==> src/rtl/mw_pkg.sv <==
package mw_pkg;
    typedef enum logic [2:0] {
        S_IDLE  = 3'd0,
        S_CMD   = 3'd1,
        S_WDATA = 3'd2,
        S_READ  = 3'd3,
        S_DONE  = 3'd4
    } mw_state_e;

    // opcode field, first two bits after the start bit
    localparam logic [1:0] OP_EXT   = 2'b00;
    localparam logic [1:0] OP_WRITE = 2'b01;
    localparam logic [1:0] OP_READ  = 2'b10;
    localparam logic [1:0] OP_ERASE = 2'b11;

    // extended kind, top two address bits when the opcode is OP_EXT
    localparam logic [1:0] EXT_LOCK   = 2'b00;
    localparam logic [1:0] EXT_FILL   = 2'b01;
    localparam logic [1:0] EXT_CLRALL = 2'b10;
    localparam logic [1:0] EXT_UNLOCK = 2'b11;
endpackage

==> src/rtl/mw_edge_det.sv <==
module mw_edge_det (
    input  logic clk,
    input  logic rst_n,
    input  logic sck_i,
    output logic rise_o
);
    logic sck_q;

    always_ff @(posedge clk or negedge rst_n) begin
        if (!rst_n) sck_q <= 1'b0;
        else        sck_q <= sck_i;
    end

    assign rise_o = sck_i & ~sck_q;
endmodule

==> src/rtl/mw_prog_timer.sv <==
module mw_prog_timer #(
    parameter int CYCLES = 200
) (
    input  logic clk,
    input  logic rst_n,
    input  logic start_i,
    output logic busy_o
);
    localparam int CW = $clog2(CYCLES + 1);
    logic [CW-1:0] cnt;

    always_ff @(posedge clk or negedge rst_n) begin
        if (!rst_n) begin
            busy_o <= 1'b0;
            cnt    <= '0;
        end else if (start_i && !busy_o) begin
            busy_o <= 1'b1;
            cnt    <= CW'(CYCLES - 1);
        end else if (busy_o) begin
            if (cnt == '0) busy_o <= 1'b0;
            else           cnt    <= cnt - 1'b1;
        end
    end
endmodule

==> src/rtl/mw_regfile.sv <==
module mw_regfile #(
    parameter int AW = 6,
    parameter int DW = 16
) (
    input  logic          clk,
    input  logic          rst_n,
    input  logic          we_i,
    input  logic          we_all_i,
    input  logic [AW-1:0] waddr_i,
    input  logic [DW-1:0] wdata_i,
    input  logic [AW-1:0] raddr_i,
    output logic [DW-1:0] rdata_o
);
    localparam int WORDS = 1 << AW;
    logic [WORDS-1:0][DW-1:0] mem;

    always_ff @(posedge clk or negedge rst_n) begin
        if (!rst_n) begin
            mem <= '1;
        end else begin
            for (int i = 0; i < WORDS; i++) begin
                if (we_all_i || (we_i && waddr_i == AW'(i))) mem[i] <= wdata_i;
            end
        end
    end

    assign rdata_o = mem[raddr_i];
endmodule

==> src/rtl/mw_serial_mem.sv <==
module mw_serial_mem
    import mw_pkg::*;
#(
    parameter int AW          = 6,
    parameter int DW          = 16,
    parameter int PROG_CYCLES = 200
) (
    input  logic clk,
    input  logic rst_n,
    input  logic cs_i,
    input  logic sck_i,
    input  logic di_i,
    output logic do_o,
    output logic do_oe_o
);
    localparam int CMDW = AW + 2;
    localparam int MAXB = (DW > CMDW) ? DW : CMDW;
    localparam int CNTW = $clog2(MAXB + 1);

    mw_state_e       state, state_n;
    logic [CNTW-1:0] bitcnt;
    logic [CMDW-1:0] cmd_sr, cmd_full;
    logic [DW-1:0]   data_sr, data_full;
    logic [DW:0]     rd_sr;
    logic            wen, armed, cs_q, rise, busy;
    logic            cmd_last, data_last, read_last;
    logic            prog_go, prog_all;
    logic [1:0]      op_now, ext_now, op_held;
    logic [AW-1:0]   prog_addr;
    logic [DW-1:0]   prog_data, rdata;

    mw_edge_det u_edge (.clk(clk), .rst_n(rst_n), .sck_i(sck_i), .rise_o(rise));

    mw_prog_timer #(.CYCLES(PROG_CYCLES)) u_timer (
        .clk(clk), .rst_n(rst_n), .start_i(prog_go), .busy_o(busy)
    );

    mw_regfile #(.AW(AW), .DW(DW)) u_mem (
        .clk(clk), .rst_n(rst_n), .we_i(prog_go), .we_all_i(prog_go && prog_all),
        .waddr_i(prog_addr), .wdata_i(prog_data),
        .raddr_i(cmd_full[AW-1:0]), .rdata_o(rdata)
    );

    assign cmd_full  = {cmd_sr[CMDW-2:0], di_i};
    assign data_full = {data_sr[DW-2:0], di_i};
    assign op_now    = cmd_full[CMDW-1 -: 2];
    assign ext_now   = cmd_full[AW-1 -: 2];
    assign op_held   = cmd_sr[CMDW-1 -: 2];
    assign cmd_last  = cs_i && rise && state == S_CMD   && bitcnt == CNTW'(CMDW - 1);
    assign data_last = cs_i && rise && state == S_WDATA && bitcnt == CNTW'(DW - 1);
    assign read_last = cs_i && rise && state == S_READ  && bitcnt == CNTW'(DW);

    // program launch: erase kinds at end of command, write kinds at end of data
    always_comb begin
        prog_go   = 1'b0;
        prog_all  = 1'b0;
        prog_addr = cmd_full[AW-1:0];
        prog_data = '1;
        if (cmd_last && (op_now == OP_ERASE || (op_now == OP_EXT && ext_now == EXT_CLRALL))) begin
            prog_go  = wen;
            prog_all = (op_now == OP_EXT);
        end else if (data_last) begin
            prog_go   = wen;
            prog_all  = (op_held == OP_EXT);
            prog_addr = cmd_sr[AW-1:0];
            prog_data = data_full;
        end
    end

    // next-state logic
    always_comb begin
        state_n = state;
        if (!cs_i) begin
            state_n = S_IDLE;
        end else if (rise) begin
            unique case (state)
                S_IDLE:  if (di_i && !busy) state_n = S_CMD;
                S_CMD:   if (cmd_last) begin
                             if (op_now == OP_READ)
                                 state_n = S_READ;
                             else if (op_now == OP_WRITE || (op_now == OP_EXT && ext_now == EXT_FILL))
                                 state_n = S_WDATA;
                             else
                                 state_n = S_DONE;
                         end
                S_WDATA: if (data_last) state_n = S_DONE;
                S_READ:  if (read_last) state_n = S_DONE;
                S_DONE:  state_n = S_DONE;
            endcase
        end
    end

    // state register
    always_ff @(posedge clk or negedge rst_n) begin
        if (!rst_n) state <= S_IDLE;
        else        state <= state_n;
    end

    // shift registers, bit counter, enable and status flags
    always_ff @(posedge clk or negedge rst_n) begin
        if (!rst_n) begin
            bitcnt  <= '0;
            cmd_sr  <= '0;
            data_sr <= '0;
            rd_sr   <= '0;
            wen     <= 1'b0;
            armed   <= 1'b0;
            cs_q    <= 1'b0;
        end else begin
            cs_q <= cs_i;
            if (prog_go) armed <= 1'b1;
            else if (cs_q && !cs_i && state != S_IDLE && !busy) armed <= 1'b0;

            if (!cs_i) begin
                bitcnt <= '0;
            end else if (rise) begin
                unique case (state)
                    S_IDLE:  bitcnt <= '0;
                    S_CMD: begin
                        cmd_sr <= cmd_full;
                        bitcnt <= cmd_last ? '0 : bitcnt + 1'b1;
                        if (cmd_last && op_now == OP_READ) rd_sr <= {1'b0, rdata};
                        if (cmd_last && op_now == OP_EXT && ext_now == EXT_UNLOCK) wen <= 1'b1;
                        if (cmd_last && op_now == OP_EXT && ext_now == EXT_LOCK)   wen <= 1'b0;
                    end
                    S_WDATA: begin
                        data_sr <= data_full;
                        bitcnt  <= bitcnt + 1'b1;
                    end
                    S_READ: begin
                        rd_sr  <= {rd_sr[DW-1:0], 1'b0};
                        bitcnt <= bitcnt + 1'b1;
                    end
                    S_DONE:  bitcnt <= bitcnt;
                endcase
            end
        end
    end

    // outputs
    always_comb begin
        do_oe_o = 1'b0;
        do_o    = 1'b0;
        if (cs_i && state == S_READ) begin
            do_oe_o = 1'b1;
            do_o    = rd_sr[DW];
        end else if (cs_i && state == S_IDLE && armed) begin
            do_oe_o = 1'b1;
            do_o    = !busy;
        end
    end
endmodule

==> config.mk <==
export PLATFORM = sky130hd
export DESIGN_NAME = mw_serial_mem
export DESIGN_NICKNAME = d
export VERILOG_FILES = /design/src/rtl/mw_pkg.sv /design/src/rtl/mw_edge_det.sv /design/src/rtl/mw_prog_timer.sv /design/src/rtl/mw_regfile.sv /design/src/rtl/mw_serial_mem.sv
export SDC_FILE = /design/constraint.sdc
export NUM_CORES = 1
export LEC_CHECK = 0
export ABC_CLOCK_PERIOD_IN_PS = 6100
export BUFFER_PORTS_ARGS = -buffer_cell sky130_fd_sc_hd__buf_2
export CAP_MARGIN = 20
export CORE_ASPECT_RATIO = 1.75
export CORE_UTILIZATION = 50
export DETAILED_ROUTE_END_ITERATION = 12
export PLACE_DENSITY = 0.63
export SLEW_MARGIN = 0
export SYNTH_ARGS = -nofsm -noshare
export SYNTH_HDL_FRONTEND = slang
export SYNTH_SLANG_ARGS = --single-unit
==> constraint.sdc <==
create_clock -name clk -period 6.1 [get_ports clk]
set_input_delay 0.61 -clock clk [delete_from_list [all_inputs] [get_ports clk]]
set_output_delay 0.61 -clock clk [all_outputs]
set_load 0.005 [all_outputs]
==> results of run 1 <==
[final timing paths]
kind                                            startpoint                          to  cells past startpoint
min in group asynchronous                            rst_n       rd_sr[11]$_DFFE_PN0P_                      2
max in group asynchronous                            rst_n  u_mem.mem[644]$_DFFE_PN1P_                      4
worst max-delay path                 bitcnt[0]$_DFFE_PN0P_  u_mem.mem[934]$_DFFE_PN1P_                     12
worst max register to register       bitcnt[0]$_DFFE_PN0P_  u_mem.mem[934]$_DFFE_PN1P_                     12
worst min register to register  u_mem.mem[776]$_DFFE_PN1P_  u_mem.mem[776]$_DFFE_PN1P_                      2
worst min-delay path                                 sck_i      u_edge.sck_q$_DFF_PN0_                      1
[repair_timing]
| action | 4_1_cts | 5_1_grt |
|---|---|---|
| hold endpoints to repair | 7 | 0 |
| hold buffers | 1 | 0 |
| gates resized for setup | 0 | 0 |
[Yosys cell counts, types with 10 or more instances]
| master | instances | area (um2) |
|---|---|---|
| mux2_2 | 33 | 372 |
| nor2b_1 | 19 | 119 |
| a2bb2oi_1 | 271 | 2370 |
| dfstp_2 | 1024 | 26900 |
| a31oi_1 | 11 | 68.8 |
| a21oi_2 | 67 | 587 |
| nor2_1 | 330 | 1240 |
| a211oi_1 | 12 | 90.1 |
| a2bb2oi_2 | 50 | 751 |
| nor4_1 | 15 | 93.8 |
| dfrtp_1 | 61 | 1530 |
| mux2_1 | 10 | 113 |
| nand4_1 | 32 | 200 |
| o22ai_1 | 20 | 125 |
| nand2_1 | 334 | 1250 |
| o21ai_1 | 74 | 370 |
| o21ai_0 | 225 | 1130 |
| a22oi_1 | 71 | 533 |
| buf_6 | 22 | 248 |
| and2_1 | 27 | 169 |
| or3_1 | 14 | 87.6 |
| mux4_2 | 186 | 4190 |
| clkbuf_1 | 172 | 646 |
| a21oi_1 | 238 | 1190 |
| buf_2 | 163 | 816 |
| nor3_1 | 21 | 105 |
| buf_4 | 70 | 526 |
| mux2i_1 | 188 | 1880 |
| nand3_1 | 55 | 275 |
| inv_1 | 17 | 63.8 |
| nand2b_1 | 24 | 150 |
| o22a_1 | 192 | 1680 |
[flip-flops by register name (all words and copies together) (netlist names)]
signal	flops
cs_q	1
wen	1
u_timer.cnt	8
u_mem.mem	1024
state	3
cmd_sr	8
data_sr	15
u_timer.busy_o	1
bitcnt	5
u_edge.sck_q	1
rd_sr	17
armed	1
[stage by stage]
step	hold slack [ns]	setup slack, ns	instances	instance area, um2	power (mW)
after floorplan	0.314	3.24	4222	51700	7.53
after global placement	0.450	1.91	5291	52800	7.77
after detailed placement	0.455	1.90	5297	52900	7.77
after CTS	0.0485	1.85	5478	56400	14.5
after global routing	0.0735	1.63	5481	56400	14.7
final	0.0774	1.76	5484	56400	14.4
[cell type report]
cell class              instances  area (um2)
fillers                      8464       45800
flip-flops and latches       1085       28400
multi-input cells            2685       21200
inverters                      18        67.6
clock inverters                43         662
repair buffers                178        1630
well taps                    1334        1670
clock buffers                 137        2780
diodes                          4        10.0
[power by group]
group	leakage [nW]	internal (mW)	switching, mW
registers	11.4	7.23	0.00948
logic	7.69	0.108	0.305
clock network	1.67	3.83	2.88
total	20.7	11.2	3.19
[per-layer routing]
layer	routed length (um)	vias up	part of all wire (%)
met3	13100	539	7.2
li1	-	15300	-
met2	83300	1593	46
met1	67200	19000	37
met5	80	-	0.044
met4	17400	12	9.6
[cells by family after synthesis]
logic type / after synthesis / share of synthesized area [%]
DFF: 1085 / 55.0
buffers and inverters: 452 / 4.51
AOI/OAI and AO/OA: 1342 / 19.6
muxes: 417 / 12.7
and+or+nand+nor: 917 / 8.01
xor gates and xnor gates: 5 / 0.0848
adders and majority gates: 4 / 0.0969
==> flow_summary_export.csv, run 1 <==
group,metric,value,unit
critical_path,r2r_slack,1.76,ns
clock_network,post-cts-setup-buffers,0,
critical_path,path_delay_family,"buffers and inverters",
place,io_buffers,6,
timing,tightest_slew,1.29,ns
synth,synthFlopType,"dfstp_2",
place,place_hpwl,119000,um
critical_path,path_max_fanout,40,
critical_path,worst_setup_path_end_kind,"register",
critical_path,critPathArrivalTime,4.98,ns
routing,drtAntennaViolNets,0,
critical_path,required,6.74,ns
clock_network,tritoncts,"built",
timing,rsz0062_at_grt,"false",
clock_network,cts.htree.levels,3,
timing,setup_tns,0,ns
routing,avgRoutedWirePerCell,33.0,um
worst_hold_path,hold_path_class,"input pin to register",
layout,fin_nets,4073,
critical_path,path_cells,"ha_1 > and3_1 > ha_1 > buf_4 > inv_2 > nor3_4 > buf_4 > a32o_1 > a21o_1 > buf_4 > and2_1 > a2bb2oi_1",
place,gp_congestion,1.02,
timing,finalClockSkew,0.0354,ns
floorplan,die_y,427,um
synth,yosys_warnings,0,
layout,drive_above_1_share,43.8,%
global_route,grt_first_pass_wirelength,263000,um
power,irDropWorstVdd,0.000317,V
synth,syn_inst,4222,
layout,layout_commonest_cell,"dfstp_2",
routing,vias,36500,
layout,final_util,55.2,%
floorplan,start_util,50.5,%
critical_path,critical_path_class,"register to register",
routing,routed_wl,181000,um
timing,max-slew-margin-rel,14.1,%
synth,synth_cell_types,93,
timing,setup-violations-final,0,
floorplan,dieArea,105000,um2
global_route,gr-usage-met3,6.79,%
floorplan,rows,155,
critical_path,cp.buffers_inverters,4,
synth,async_flop_share,100,%
global_route,busiest_layer,"met2",
floorplan,core,102000,um2
clock_network,cts.sink_count,1085,
clock_network,cts_root_buffer,"clkbuf_16",
critical_path,startpoint_type,"register",
global_route,grt_max_degree,173,
clock_network,clk_pin_slew,0.07,ns
synth,synth-edff-count,0,
synth,synth-seq-area-share,55.0,%
routing,dr.pass1.iters,7,
routing,drt_iter0_drc,3507,
layout,syn_to_final_growth,9.26,%
critical_path,slowest_stage,"and2_1",
timing,fmax,231,MHz
global_route,grt_usage,35.0,%
global_route,grt_use_met1,42.4,%
timing,finalHoldViolations,0,
global_route,grt_pass1_vias,36300,
synth,ys_ff_latch,1085,
clock_network,worstSkewPairLatency,0.74,ns
clock_network,clockBufferDepth,3,
layout,layout_common_cells,"dfstp_2, nand2_1, nor2_1, a2bb2oi_1, a21oi_1",
global_route,grtUsageMet2,54.1,%
flow_run,maxCapViolCount,0,
synth,syn_nets,4231,
routing,drc_errors,0,
timing,min_period,4.34,ns
outcome,status,"finished clean",
global_route,grt_overflow,0,
power,power_leakage,20.7,nW
synth,syn_avg_cell_area,12.2,um2
critical_path,path_common_cell,"buf_4",
clock_network,cts_made_buffers,96,
power,powerDensity,254,nW/um2
synth,syn_area,51700,um2
timing,slew_violations,0,
floorplan,io_pins,7,
global_route,antenna_found_initial,11,
routing,drt-vias-per-instance,6.65,
timing,finalCritPeriodShare,71.1,%
critical_path,max_stage_delay,0.62,ns
floorplan,die_w,245,um
Note: power is estimated with default switching activity, not from simulation.
==> inputs of run 2 (changes only) <==
--- a/config.mk
+++ b/config.mk
@@ -5,7 +5,7 @@
 export SDC_FILE = /design/constraint.sdc
 export NUM_CORES = 1
 export LEC_CHECK = 0
-export ABC_CLOCK_PERIOD_IN_PS = 6100
+export ABC_CLOCK_PERIOD_IN_PS = 4200
 export BUFFER_PORTS_ARGS = -buffer_cell sky130_fd_sc_hd__buf_2
 export CAP_MARGIN = 20
 export CORE_ASPECT_RATIO = 1.75
==> constraint.sdc (replaced) <==
create_clock -name clk -period 4.2 [get_ports clk]
set_input_delay 0.42 -clock clk [delete_from_list [all_inputs] [get_ports clk]]
set_output_delay 0.42 -clock clk [all_outputs]
set_load 0.005 [all_outputs]
==> flow_summary_export.csv, run 2 (same netlist as run 1, synthesis figures left out) <==
group,metric,value,unit
outcome,status,"finished clean",
critical_path,worst_setup_path_end_kind,"register",
clock_network,holdBufCountCts,3,
worst_hold_path,min_from,"u_mem.mem[611]$_DFFE_PN1P_",
layout,regMostFlops,"u_mem.mem",
timing,tightest_slew,1.18,ns
clock_network,clockBufferDepth,3,
critical_path,path_cells,"inv_1 > nor3_1 > mux2i_1 > o21ai_4 > and2_1 > buf_4 > a2bb2oi_1",
flow_run,maxCapViolCount,0,
timing,fin_hold_ws,0.464,ns
floorplan,dieArea,105000,um2
timing,finalCritPeriodShare,80.4,%
layout,layout_common_cells,"dfstp_2, nand2_1, nor2_1, buf_4, a2bb2oi_1",
critical_path,slowest_stage,"dfrtp_2",
floorplan,start_util,50.5,%
clock_network,cts-resized-gates,0,
critical_path,critical_path_class,"register to register",
floorplan,die_w,245,um
layout,reg_top3,"u_mem.mem: 1024 flops, rd_sr: 17 flops, data_sr: 15 flops",
critical_path,startpoint_type,"register",
layout,syn_to_final_growth,11.5,%
floorplan,die_y,427,um
clock_network,post-cts-setup-buffers,0,
worst_hold_path,hold_path_class,"register to register",
layout,fin_nets,4211,
critical_path,crit_path_end,"u_mem.mem[180]$_DFFE_PN1P_",
power,irDropWorstVdd,0.000331,V
global_route,antenna_found_initial,9,
clock_network,cts_made_buffers,98,
floorplan,rows,155,
layout,design_area,57600,um2
critical_path,max_stage_delay,0.88,ns
floorplan,io_pins,7,
global_route,grt_usage,35.4,%
global_route,grt_first_pass_wirelength,267000,um
clock_network,cts.htree.levels,3,
layout,drive_above_1_share,45.7,%
routing,drc_errors,0,
routing,vias,36700,
clock_network,cts.sink_count,1085,
critical_path,r2r_slack,0.82,ns
routing,drt-vias-per-instance,6.53,
timing,fmax,296,MHz
layout,largest_reg_flops,1024,
routing,drtAntennaViolNets,0,
clock_network,clk_pin_slew,0.07,ns
timing,slew_violations,0,
routing,avgRoutedWirePerCell,32.4,um
place,placed_area,54100,um2
routing,routed_wl,182000,um
critical_path,critPathArrivalTime,4.01,ns
critical_path,path_max_fanout,22,
power,power_leakage,21.4,nW
global_route,grt_max_degree,103,
critical_path,worstReg2RegEnd,"u_mem.mem[180]$_DFFE_PN1P_",
timing,finalHoldViolations,0,
power,powerDensity,362,nW/um2
clock_network,tritoncts,"built",
timing,finalClockSkew,0.0365,ns
global_route,grt_pass1_vias,36900,
place,gp_congestion,1.02,
timing,rsz0062_at_grt,"false",
layout,layout_commonest_cell,"dfstp_2",
critical_path,reg2reg_depth,7,
critical_path,crit_path_start,"cmd_sr[2]$_DFFE_PN0P_",
clock_network,worstSkewPairLatency,0.74,ns
global_route,grt_overflow,0,
routing,dr.pass1.iters,6,
floorplan,core,102000,um2
place,io_buffers,6,
critical_path,required,4.83,ns
timing,max-slew-margin-rel,20.9,%
routing,drt_iter0_drc,3244,
place,place_hpwl,123000,um
timing,setup_tns,0,ns
critical_path,r2r-start,"cmd_sr[2]$_DFFE_PN0P_",
timing,setup-violations-final,0,
timing,min_period,3.38,ns
clock_network,cts_root_buffer,"clkbuf_16",
power,p_total,20.8,mW
-- run 2: layout make-up --
type / count / area [um2]
tap: 1334 / 1670
multi-input combinational: 2685 / 21200
clock inverter: 47 / 561
inverter: 18 / 67.6
sequential: 1085 / 28400
clock buffer: 136 / 2890
antenna: 5 / 12.5
fill: 8505 / 44600
timing repair buffer: 314 / 2780
-- run 2: critical path, delay by kind of cell (launching register included) --
kind / cells / cell delay, ns
AOI/OAI and AO/OA: 2 / 0.40
DFF: 1 / 0.88
buffers and inverters: 2 / 0.86
muxes: 1 / 0.30
and+or+nand+nor: 2 / 0.80
-- run 2: how the worst min path moves through the flow --
stage	endpoint	slack, ns	cells after the start
floorplan	armed$_DFFE_PN0P_	0.12	0
global placement	u_mem.mem[265]$_DFFE_PN1P_	0.45	2
detailed placement	u_mem.mem[407]$_DFFE_PN1P_	0.45	2
CTS	bitcnt[2]$_DFFE_PN0P_	0.44	2
global route	u_mem.mem[611]$_DFFE_PN1P_	0.48	2
finish	u_mem.mem[611]$_DFFE_PN1P_	0.46	2
-- run 2: routing by layer --
metal	vias to the layer above	part of all wire, %	wire (um)	GRT usage, %
met2	1421	47	85600	55.8
met3	496	6.2	11400	6.45
met4	10	9.1	16600	27.8
met1	19200	38	68800	43.0
li1	15600	-	-	-
met5	-	0.042	77	0
-- run 2: per-stage QoR --
| stage | util, % | instances | worst slack [ns] |
|---|---|---|---|
| 3_3_place_gp | 52.9 | 5432 | 0.618 |
| 4_1_cts | 56.3 | 5619 | 0.897 |
| 2_1_floorplan | - | 4222 | 1.34 |
| 6_report | 56.4 | 5624 | 0.825 |
| 5_1_grt | 56.3 | 5621 | 0.706 |
| 3_5_place_dp | 52.9 | 5433 | 0.588 |
-- run 2: where the power goes --
part	total [mW]	internal (mW)	switching (mW)	leakage [nW]
sequential	10.5	10.5	0.0102	11.4
combinational	0.639	0.185	0.454	8.39
clock	9.68	5.45	4.22	1.69
total	20.8	16.1	4.69	21.4
